===== src/rtl/pata_pio_pkg.sv =====
package pata_pio_pkg;
  localparam int HOST_W  = 32;
  localparam int DEV_W   = 16;
  localparam int SETUP_W = 4;
  localparam int ACT_W   = 8;
  localparam int REC_W   = 8;
  localparam int TIM_W   = SETUP_W + ACT_W + REC_W;
  localparam int NIRQ    = 2;
  localparam int PEND_W  = 4;
  localparam int DA_W    = 3;

  // host word map
  localparam int A_CTRL = 0;
  localparam int A_CFG  = 1;
  localparam int A_TIM  = 2;
  localparam int A_STAT = 3;
  localparam int A_IRQ  = 4;
  localparam int A_MASK = 5;
  localparam int A_RDAT = 6;
  localparam int A_DATA = 7;
  localparam int A_TF   = 8;
  localparam int TF_N   = 8;
  localparam int A_ALT  = 16;
  localparam int ALT_DA = 6;

  typedef enum logic [1:0] {
    PH_IDLE   = 2'd0,
    PH_SETUP  = 2'd1,
    PH_ACTIVE = 2'd2,
    PH_RECOV  = 2'd3
  } phase_e;

  typedef struct packed {
    logic [REC_W-1:0]   recov;
    logic [ACT_W-1:0]   active;
    logic [SETUP_W-1:0] setup;
  } pio_tim_t;
endpackage


===== src/rtl/pata_lane_swap.sv =====
module pata_lane_swap #(
  parameter int W = 16
) (
  input  logic         swap_i,
  input  logic [W-1:0] d_i,
  output logic [W-1:0] d_o
);
  localparam int NB = W / 8;

  for (genvar b = 0; b < NB; b++) begin : g_lane
    assign d_o[b*8 +: 8] = swap_i ? d_i[(NB-1-b)*8 +: 8] : d_i[b*8 +: 8];
  end
endmodule


===== src/rtl/pata_phase_seq.sv =====
module pata_phase_seq
  import pata_pio_pkg::*;
#(
  parameter int CNT_W = (ACT_W > REC_W) ? ACT_W : REC_W
) (
  input  logic     clk_i,
  input  logic     rst_ni,
  input  logic     start_i,
  input  pio_tim_t tim_i,
  input  logic     iordy_en_i,
  input  logic     iordy_i,
  output phase_e   phase_o,
  output logic     strobe_end_o,
  output logic     done_o
);
  phase_e           ph_q, ph_d;
  logic [CNT_W-1:0] cnt_q, cnt_d;
  logic             last;

  function automatic logic [CNT_W-1:0] at_least1(input logic [CNT_W-1:0] n);
    return (n == '0) ? CNT_W'(1) : n;
  endfunction

  assign last         = (cnt_q == CNT_W'(1));
  assign strobe_end_o = (ph_q == PH_ACTIVE) && last && (!iordy_en_i || iordy_i);
  assign done_o       = (ph_q == PH_RECOV) && last;
  assign phase_o      = ph_q;

  always_comb begin
    ph_d  = ph_q;
    cnt_d = cnt_q;
    unique case (ph_q)
      PH_IDLE: if (start_i) begin
        ph_d  = PH_SETUP;
        cnt_d = at_least1(CNT_W'(tim_i.setup));
      end
      PH_SETUP: if (last) begin
        ph_d  = PH_ACTIVE;
        cnt_d = at_least1(CNT_W'(tim_i.active));
      end else cnt_d = cnt_q - 1'b1;
      PH_ACTIVE: if (!last) cnt_d = cnt_q - 1'b1;
        else if (strobe_end_o) begin
          ph_d  = PH_RECOV;
          cnt_d = at_least1(CNT_W'(tim_i.recov));
        end
      PH_RECOV: if (last) ph_d = PH_IDLE;
        else cnt_d = cnt_q - 1'b1;
      default: ph_d = PH_IDLE;
    endcase
  end

  always_ff @(posedge clk_i or negedge rst_ni) begin
    if (!rst_ni) begin
      ph_q  <= PH_IDLE;
      cnt_q <= '0;
    end else begin
      ph_q  <= ph_d;
      cnt_q <= cnt_d;
    end
  end
endmodule


===== src/rtl/pata_irq_unit.sv =====
module pata_irq_unit
  import pata_pio_pkg::*;
#(
  parameter int SYNC = 2
) (
  input  logic            clk_i,
  input  logic            rst_ni,
  input  logic            intrq_i,
  input  logic            done_i,
  input  logic [NIRQ-1:0] clr_i,
  input  logic [NIRQ-1:0] mask_i,
  output logic [NIRQ-1:0] stat_o,
  output logic            irq_o
);
  logic [SYNC:0]     sh_q;
  logic [NIRQ-1:0]   stat_q, set;

  assign set    = {sh_q[SYNC-1] & ~sh_q[SYNC], done_i};
  assign stat_o = stat_q;
  assign irq_o  = |(stat_q & mask_i);

  always_ff @(posedge clk_i or negedge rst_ni) begin
    if (!rst_ni) begin
      sh_q   <= '0;
      stat_q <= '0;
    end else begin
      sh_q   <= {sh_q[SYNC-1:0], intrq_i};
      stat_q <= (stat_q & ~clr_i) | set;
    end
  end
endmodule


===== src/rtl/pata_pio_engine.sv =====
module pata_pio_engine
  import pata_pio_pkg::*;
#(
  parameter int          ADDR_W  = 5,
  parameter logic [19:0] TIM_RST = 20'hFFFFF
) (
  input  logic              clk_i,
  input  logic              rst_ni,
  input  logic              req_i,
  input  logic              we_i,
  input  logic [ADDR_W-1:0] addr_i,
  input  logic [31:0]       wdata_i,
  output logic [31:0]       rdata_o,
  output logic              ready_o,
  output logic [1:0]        cs_no,
  output logic [2:0]        da_o,
  output logic              dior_no,
  output logic              diow_no,
  output logic [15:0]       dd_o,
  output logic              dd_oe_o,
  input  logic [15:0]       dd_i,
  input  logic              iordy_i,
  input  logic              intrq_i,
  output logic              irq_o
);
  localparam logic [ADDR_W-1:0] AD_CTRL = ADDR_W'(A_CTRL);
  localparam logic [ADDR_W-1:0] AD_CFG  = ADDR_W'(A_CFG);
  localparam logic [ADDR_W-1:0] AD_TIM  = ADDR_W'(A_TIM);
  localparam logic [ADDR_W-1:0] AD_STAT = ADDR_W'(A_STAT);
  localparam logic [ADDR_W-1:0] AD_IRQ  = ADDR_W'(A_IRQ);
  localparam logic [ADDR_W-1:0] AD_MASK = ADDR_W'(A_MASK);
  localparam logic [ADDR_W-1:0] AD_RDAT = ADDR_W'(A_RDAT);
  localparam logic [ADDR_W-1:0] AD_DATA = ADDR_W'(A_DATA);
  localparam logic [ADDR_W-1:0] AD_TF   = ADDR_W'(A_TF);
  localparam logic [ADDR_W-1:0] AD_TFE  = ADDR_W'(A_TF + TF_N);
  localparam logic [ADDR_W-1:0] AD_ALT  = ADDR_W'(A_ALT);

  logic              ctrl_en_q;
  logic [1:0]        cfg_q;
  pio_tim_t          tim_q;
  logic [NIRQ-1:0]   mask_q;
  logic [DEV_W-1:0]  rd_q, wd_q;
  logic              wr_q, byte_q;
  logic [1:0]        cs_q;
  logic [DA_W-1:0]   da_q;

  logic is_tf, is_alt, is_data, dev_acc, needs_idle, busy, accept, start;
  logic strobe_end, cyc_done;
  phase_e            phase;
  logic [PEND_W-1:0] pend;
  logic [NIRQ-1:0]   irq_stat, irq_clr;
  logic [DEV_W-1:0]  wd_sw, rd_sw;
  logic              unused_wdata;

  assign unused_wdata = ^wdata_i[HOST_W-1:TIM_W];

  // address decode
  assign is_tf      = (addr_i >= AD_TF) && (addr_i < AD_TFE);
  assign is_alt     = (addr_i == AD_ALT);
  assign is_data    = (addr_i == AD_DATA);
  assign dev_acc    = is_tf || is_alt || is_data;
  assign needs_idle = dev_acc || (addr_i == AD_RDAT);
  assign busy       = (phase != PH_IDLE);
  assign ready_o    = !(req_i && needs_idle && busy);
  assign accept     = req_i && ready_o;
  assign start      = accept && dev_acc && ctrl_en_q;
  assign irq_clr    = (accept && we_i && addr_i == AD_IRQ) ? wdata_i[NIRQ-1:0] : '0;
  assign pend       = {1'b0, phase == PH_RECOV, phase == PH_ACTIVE, phase == PH_SETUP};

  pata_lane_swap #(.W(DEV_W)) u_wswap (.swap_i(cfg_q[1]), .d_i(wdata_i[DEV_W-1:0]), .d_o(wd_sw));
  pata_lane_swap #(.W(DEV_W)) u_rswap (.swap_i(cfg_q[1]), .d_i(dd_i), .d_o(rd_sw));

  pata_phase_seq u_seq (
    .clk_i       (clk_i),
    .rst_ni      (rst_ni),
    .start_i     (start),
    .tim_i       (tim_q),
    .iordy_en_i  (cfg_q[0]),
    .iordy_i     (iordy_i),
    .phase_o     (phase),
    .strobe_end_o(strobe_end),
    .done_o      (cyc_done)
  );

  pata_irq_unit u_irq (
    .clk_i  (clk_i),
    .rst_ni (rst_ni),
    .intrq_i(intrq_i),
    .done_i (cyc_done),
    .clr_i  (irq_clr),
    .mask_i (mask_q),
    .stat_o (irq_stat),
    .irq_o  (irq_o)
  );

  always_ff @(posedge clk_i or negedge rst_ni) begin
    if (!rst_ni) begin
      ctrl_en_q <= 1'b0;
      cfg_q     <= '0;
      tim_q     <= pio_tim_t'(TIM_RST);
      mask_q    <= '0;
    end else if (accept && we_i) begin
      unique case (addr_i)
        AD_CTRL: ctrl_en_q <= wdata_i[0];
        AD_CFG:  cfg_q     <= wdata_i[1:0];
        AD_TIM:  tim_q     <= pio_tim_t'(wdata_i[TIM_W-1:0]);
        AD_MASK: mask_q    <= wdata_i[NIRQ-1:0];
        default: ;
      endcase
    end
  end

  // cycle attributes captured at launch
  always_ff @(posedge clk_i or negedge rst_ni) begin
    if (!rst_ni) begin
      wr_q   <= 1'b0;
      byte_q <= 1'b0;
      cs_q   <= 2'b11;
      da_q   <= '0;
      wd_q   <= '0;
    end else if (start) begin
      wr_q   <= we_i;
      byte_q <= !is_data;
      cs_q   <= is_alt ? 2'b01 : 2'b10;
      da_q   <= is_alt ? DA_W'(ALT_DA) : (is_data ? '0 : addr_i[DA_W-1:0]);
      wd_q   <= is_data ? wd_sw : {8'h00, wdata_i[7:0]};
    end
  end

  // read result captured on strobe release
  always_ff @(posedge clk_i or negedge rst_ni) begin
    if (!rst_ni) rd_q <= '0;
    else if (strobe_end && !wr_q) rd_q <= byte_q ? {8'h00, dd_i[7:0]} : rd_sw;
  end

  assign cs_no   = busy ? cs_q : 2'b11;
  assign da_o    = busy ? da_q : '0;
  assign dior_no = !((phase == PH_ACTIVE) && !wr_q);
  assign diow_no = !((phase == PH_ACTIVE) && wr_q);
  assign dd_oe_o = busy && wr_q;
  assign dd_o    = dd_oe_o ? wd_q : '0;

  always_comb begin
    rdata_o = '0;
    unique case (addr_i)
      AD_CTRL: rdata_o = {31'b0, ctrl_en_q};
      AD_CFG:  rdata_o = {30'b0, cfg_q};
      AD_TIM:  rdata_o = {{(HOST_W-TIM_W){1'b0}}, tim_q};
      AD_STAT: rdata_o = {pend, {(HOST_W-PEND_W){1'b0}}};
      AD_IRQ:  rdata_o = {{(HOST_W-NIRQ){1'b0}}, irq_stat};
      AD_MASK: rdata_o = {{(HOST_W-NIRQ){1'b0}}, mask_q};
      AD_RDAT: rdata_o = {{(HOST_W-DEV_W){1'b0}}, rd_q};
      default: rdata_o = '0;
    endcase
  end
endmodule


===== config.mk =====
export PLATFORM = sky130hd
export DESIGN_NAME = pata_pio_engine
export DESIGN_NICKNAME = d
export VERILOG_FILES = /design/src/rtl/pata_pio_pkg.sv /design/src/rtl/pata_lane_swap.sv /design/src/rtl/pata_phase_seq.sv /design/src/rtl/pata_irq_unit.sv /design/src/rtl/pata_pio_engine.sv
export SDC_FILE = /design/constraint.sdc
export NUM_CORES = 1
export LEC_CHECK = 0
export ABC_AREA = 1
export BUFFER_PORTS_ARGS = -buffer_cell sky130_fd_sc_hd__buf_2
export CORE_MARGIN = 4
export CORE_UTILIZATION = 54
export DETAILED_ROUTE_END_ITERATION = 10
export PLACE_DENSITY = 0.89
export SETUP_SLACK_MARGIN = 0.02
export SLEW_MARGIN = 20
export SYNTH_ARGS = -nofsm -noshare
export SYNTH_HDL_FRONTEND = slang
export SYNTH_SLANG_ARGS = --single-unit

===== constraint.sdc =====
create_clock -name clk_i -period 2.5 [get_ports clk_i]
set_clock_uncertainty 0.15 [all_clocks]
set_input_delay 0.375 -clock clk_i [delete_from_list [all_inputs] [get_ports clk_i]]
set_output_delay 0.375 -clock clk_i [all_outputs]
set_load 0.03 [all_outputs]

==> summary.md <==
| Metric | Value |
|---|---|
| Multi-input logic area | 2145 um^2 |
| Vias in the first global route | 4,390 |
| Fill cell count | 663 |
| Die ar. | 10,260 um^2 |
| Clk pin slew, worst setup/hold paths | 0.08 ns |
| Setup TNS | 0 ns |
| Initial antenna violation count | 0 |
| HP Class | input pin to register |
| Clock sink count | 79 |
| Fraction of registers with async set/reset | 100.0% |
| Slew headroom | 54.86% |
| Largest area contributor in the netlist | dfrtp_1 |
| P_leak | 0.002942 uW |
| Iteration-0 DRC Markers | 354 |
| Syn avg cell area | 7.256 um^2 |
| Clock Tree Root | clkbuf_8 |
| Post-synth top area share | 30.34% |
| Post-synth EDFFs | 0 |
| Routed vias/inst | 5.414 |
| Crit path DAT | 1.87 ns |
| Area of the mapped netlist | 4702 um^2 |
| Fmax achieved | 417.9 MHz |
| Synth Instances | 648 |
| Final WL | 12,910 um |
| Hold Fails Final Rpt | 0 |
| Top FF cell, synth | dfrtp_1 |
| Fin crit period | 2.393 ns |
| Worst-Margin Slew | 0.6755 ns |
| Register area share after synthesis | 42.63% |
| Pwr Total | 4070 uW |
| Chip height | 101.3 um |
| CTS tree | built |
| Syn. warnings | 0 |
| Die width | 101.3 um |
| Clk_lat worst skew | 0.35 ns |
| Gp weighted congestion | 0.8995 |
| # DRC | 0 |
| Pwr/cell area | 731.6 nW/um^2 |
| Register Area | 2004 um^2 |
| Post-CTS Setup Inserts | 0 |
| Critical Path Sink Type | primary output |
| IO Pins | 117 |
| Crit path launch type | register |
| Detailed-route via count | 4,640 |
| Area growth syn-to-layout | 18.31% |
| Largest net degree at the start of global routing | 42 |
| Setup CP Type | register to primary output |
| Share of cells above drive strength 1 | 22.34% |
| Slew Viols, Final | 0 |
| Wire length of the first global-routing pass | 20,740 um |
| DP HPWL | 9633 um |
| Most frequent cell after synthesis | nand2_1 |
| # rows | 33 |
| Largest cells by area after synthesis | dfrtp_1, nand2_1, dfstp_2, inv_1, o21ai_0 |
| Fin nets | 812 |
| Number of buffers created by CTS | 9 |
| Overflow after GRT | 0 |
| Max VDD drop | 0.0007849 V |
| CP Data Required Time | 1.98 ns |
| DR WL/cell | 15.07 um |
| Drt first pass iters | 6 |
| Htree depth | 3 |
| Clock Tree Buf Depth | 2 |
| Post-synth top cells | nand2_1, inv_1, o21ai_0, nor2_1, dfrtp_1 |
| Status | completed |
| Crit Path Max Fanout | 11 |
| Setup Viol. Count Final | 0 |
| Antenna fix cells | 0 |
| Count of input and output buffers | 95 |
| Final period util | 95.73% |
| Initial cell density of the core | 56.38% |
| MaxCap Viol Count | 0 |
| GRT Util Overall | 25.46% |
| Final ANT Viol Nets | 0 |
| Core area | 8341 um^2 |
| Post-synth cell types | 39 |
| RSZ-0062 raised after global routing | true |
| Seq cells post-synth | 79 |
[worst max-delay path: stages (launching register included)]
cell	delay, ns
dfrtp_1	0.41
inv_1	0.11
ha_4	0.23
nor2_4	0.18
clkinvlp_4	0.21
nor2_1	0.16
buf_2	0.22
[cell usage in the layout, fill, tap and decap left out, types with 3 or more instances in the layout]
cell type / Yosys / routed
mux2i_1: 8 / 8
inv_1: 102 / 101
nand2_1: 162 / 162
conb_1: 1 / 9
nor2_1: 60 / 59
buf_4: 11 / 13
clkinvlp_4: 0 / 4
nor2_4: 4 / 5
dfrtp_1: 57 / 57
a21oi_1: 21 / 21
nand4_1: 4 / 4
o21ai_1: 11 / 11
o21ai_0: 61 / 61
buf_2: 11 / 93
nor2_2: 3 / 3
xor2_1: 3 / 3
nand2_2: 3 / 3
bufinv_16: 0 / 3
clkbuf_8: 0 / 10
ha_1: 6 / 5
inv_2: 3 / 3
dfstp_2: 22 / 22
nand3_1: 55 / 55
o22ai_1: 11 / 11
[kinds of logic (layout without fill, tap and decap cells)]
kind of cell               count (synthesis)  after routing  synth area share (%)
xor gates and xnor gates                   4              4                0.7452
adders and majority gates                  6              6                 1.597
buffers and inverters                    138            234                 12.83
other                                      1              9               0.07975
and+or+nand+nor                          298            298                 27.43
AOI/OAI and AO/OA                        114            114                 12.99
DFF                                       79             79                 42.63
muxes                                      8              8                 1.703
[layer usage]
metal / share of wire (%) / track usage (%)
met1: 41 / 34.30
met2: 48 / 42.20
met3: 8.7 / 4.890
met4: 1.7 / 6.851
met5: 0 / 0
[final cells by class]
cell class	instances	share of cell area, %
timing repair buffer	110	11.20
inverter	107	7.287
sequential	79	36.03
clock buffer	11	2.542
clock inverter	5	1.889
tap	105	2.362
timing repair inverter	1	0.1350
multi-input combinational	439	38.55
[power breakdown]
part           leakage, uW  internal (uW)  switching (uW)
sequential        0.000860           1510            96.0
clock             0.000116            691             474
combinational      0.00197            366             933
total              0.00294           2570            1500
[registers in the layout (all words and copies together), names as in the netlist]
register	cells
u_seq.phase_o	2
da_q	3
cs_q	2
rd_q	16
byte_q	1
cfg_q	2
wr_q	1
u_seq.cnt_q	8
wd_q	16
mask_q	2
u_irq.stat_o	2
ctrl_en_q	1
u_irq.sh_q	3
tim_q	20
[worst paths after layout]
path | depth (start not counted) | to | slack (ns) | startpoint
setup / recovery | 6 | dd_o[3] | 0.11 | u_seq.phase_o[0]
hold / removal | 3 | tim_q[17] | 0.09 | wdata_i[17]
setup reg to reg | 9 | tim_q[9] | 0.37 | u_seq.phase_o[0]
hold reg to reg | 0 | u_irq.sh_q[1] | 0.20 | u_irq.sh_q[0]
max in group asynchronous | 3 | tim_q[19] | 1.14 | rst_ni
min in group asynchronous | 2 | rd_q[12] | 0.40 | rst_ni
[per-stage QoR]
stage,setup WS [ns],area [um^2],hold WS (ns),cells,utilization (%)
finish,0.1069,5563,0.09385,857,66.70
global route,0.01558,5563,0.09836,857,66.70
CTS,0.04169,5550,0.09235,857,66.55
detailed placement,0.1681,5265,0.1881,838,63.13
global placement,0.2605,5265,0.1843,838,63.13
floorplan,0.05220,4735,-0.07059,656,-
[what timing repair did]
item / 4_1_cts / 5_1_grt
hold buffers: 2 / 0
gates cloned: 1 / 0
pin swaps: 0 / 1
endpoints found under the setup margin: 16 / 17
hold endpoints to repair: 36 / 0
resized for setup: 4 / 2
Power figures use the tool's default switching activity.
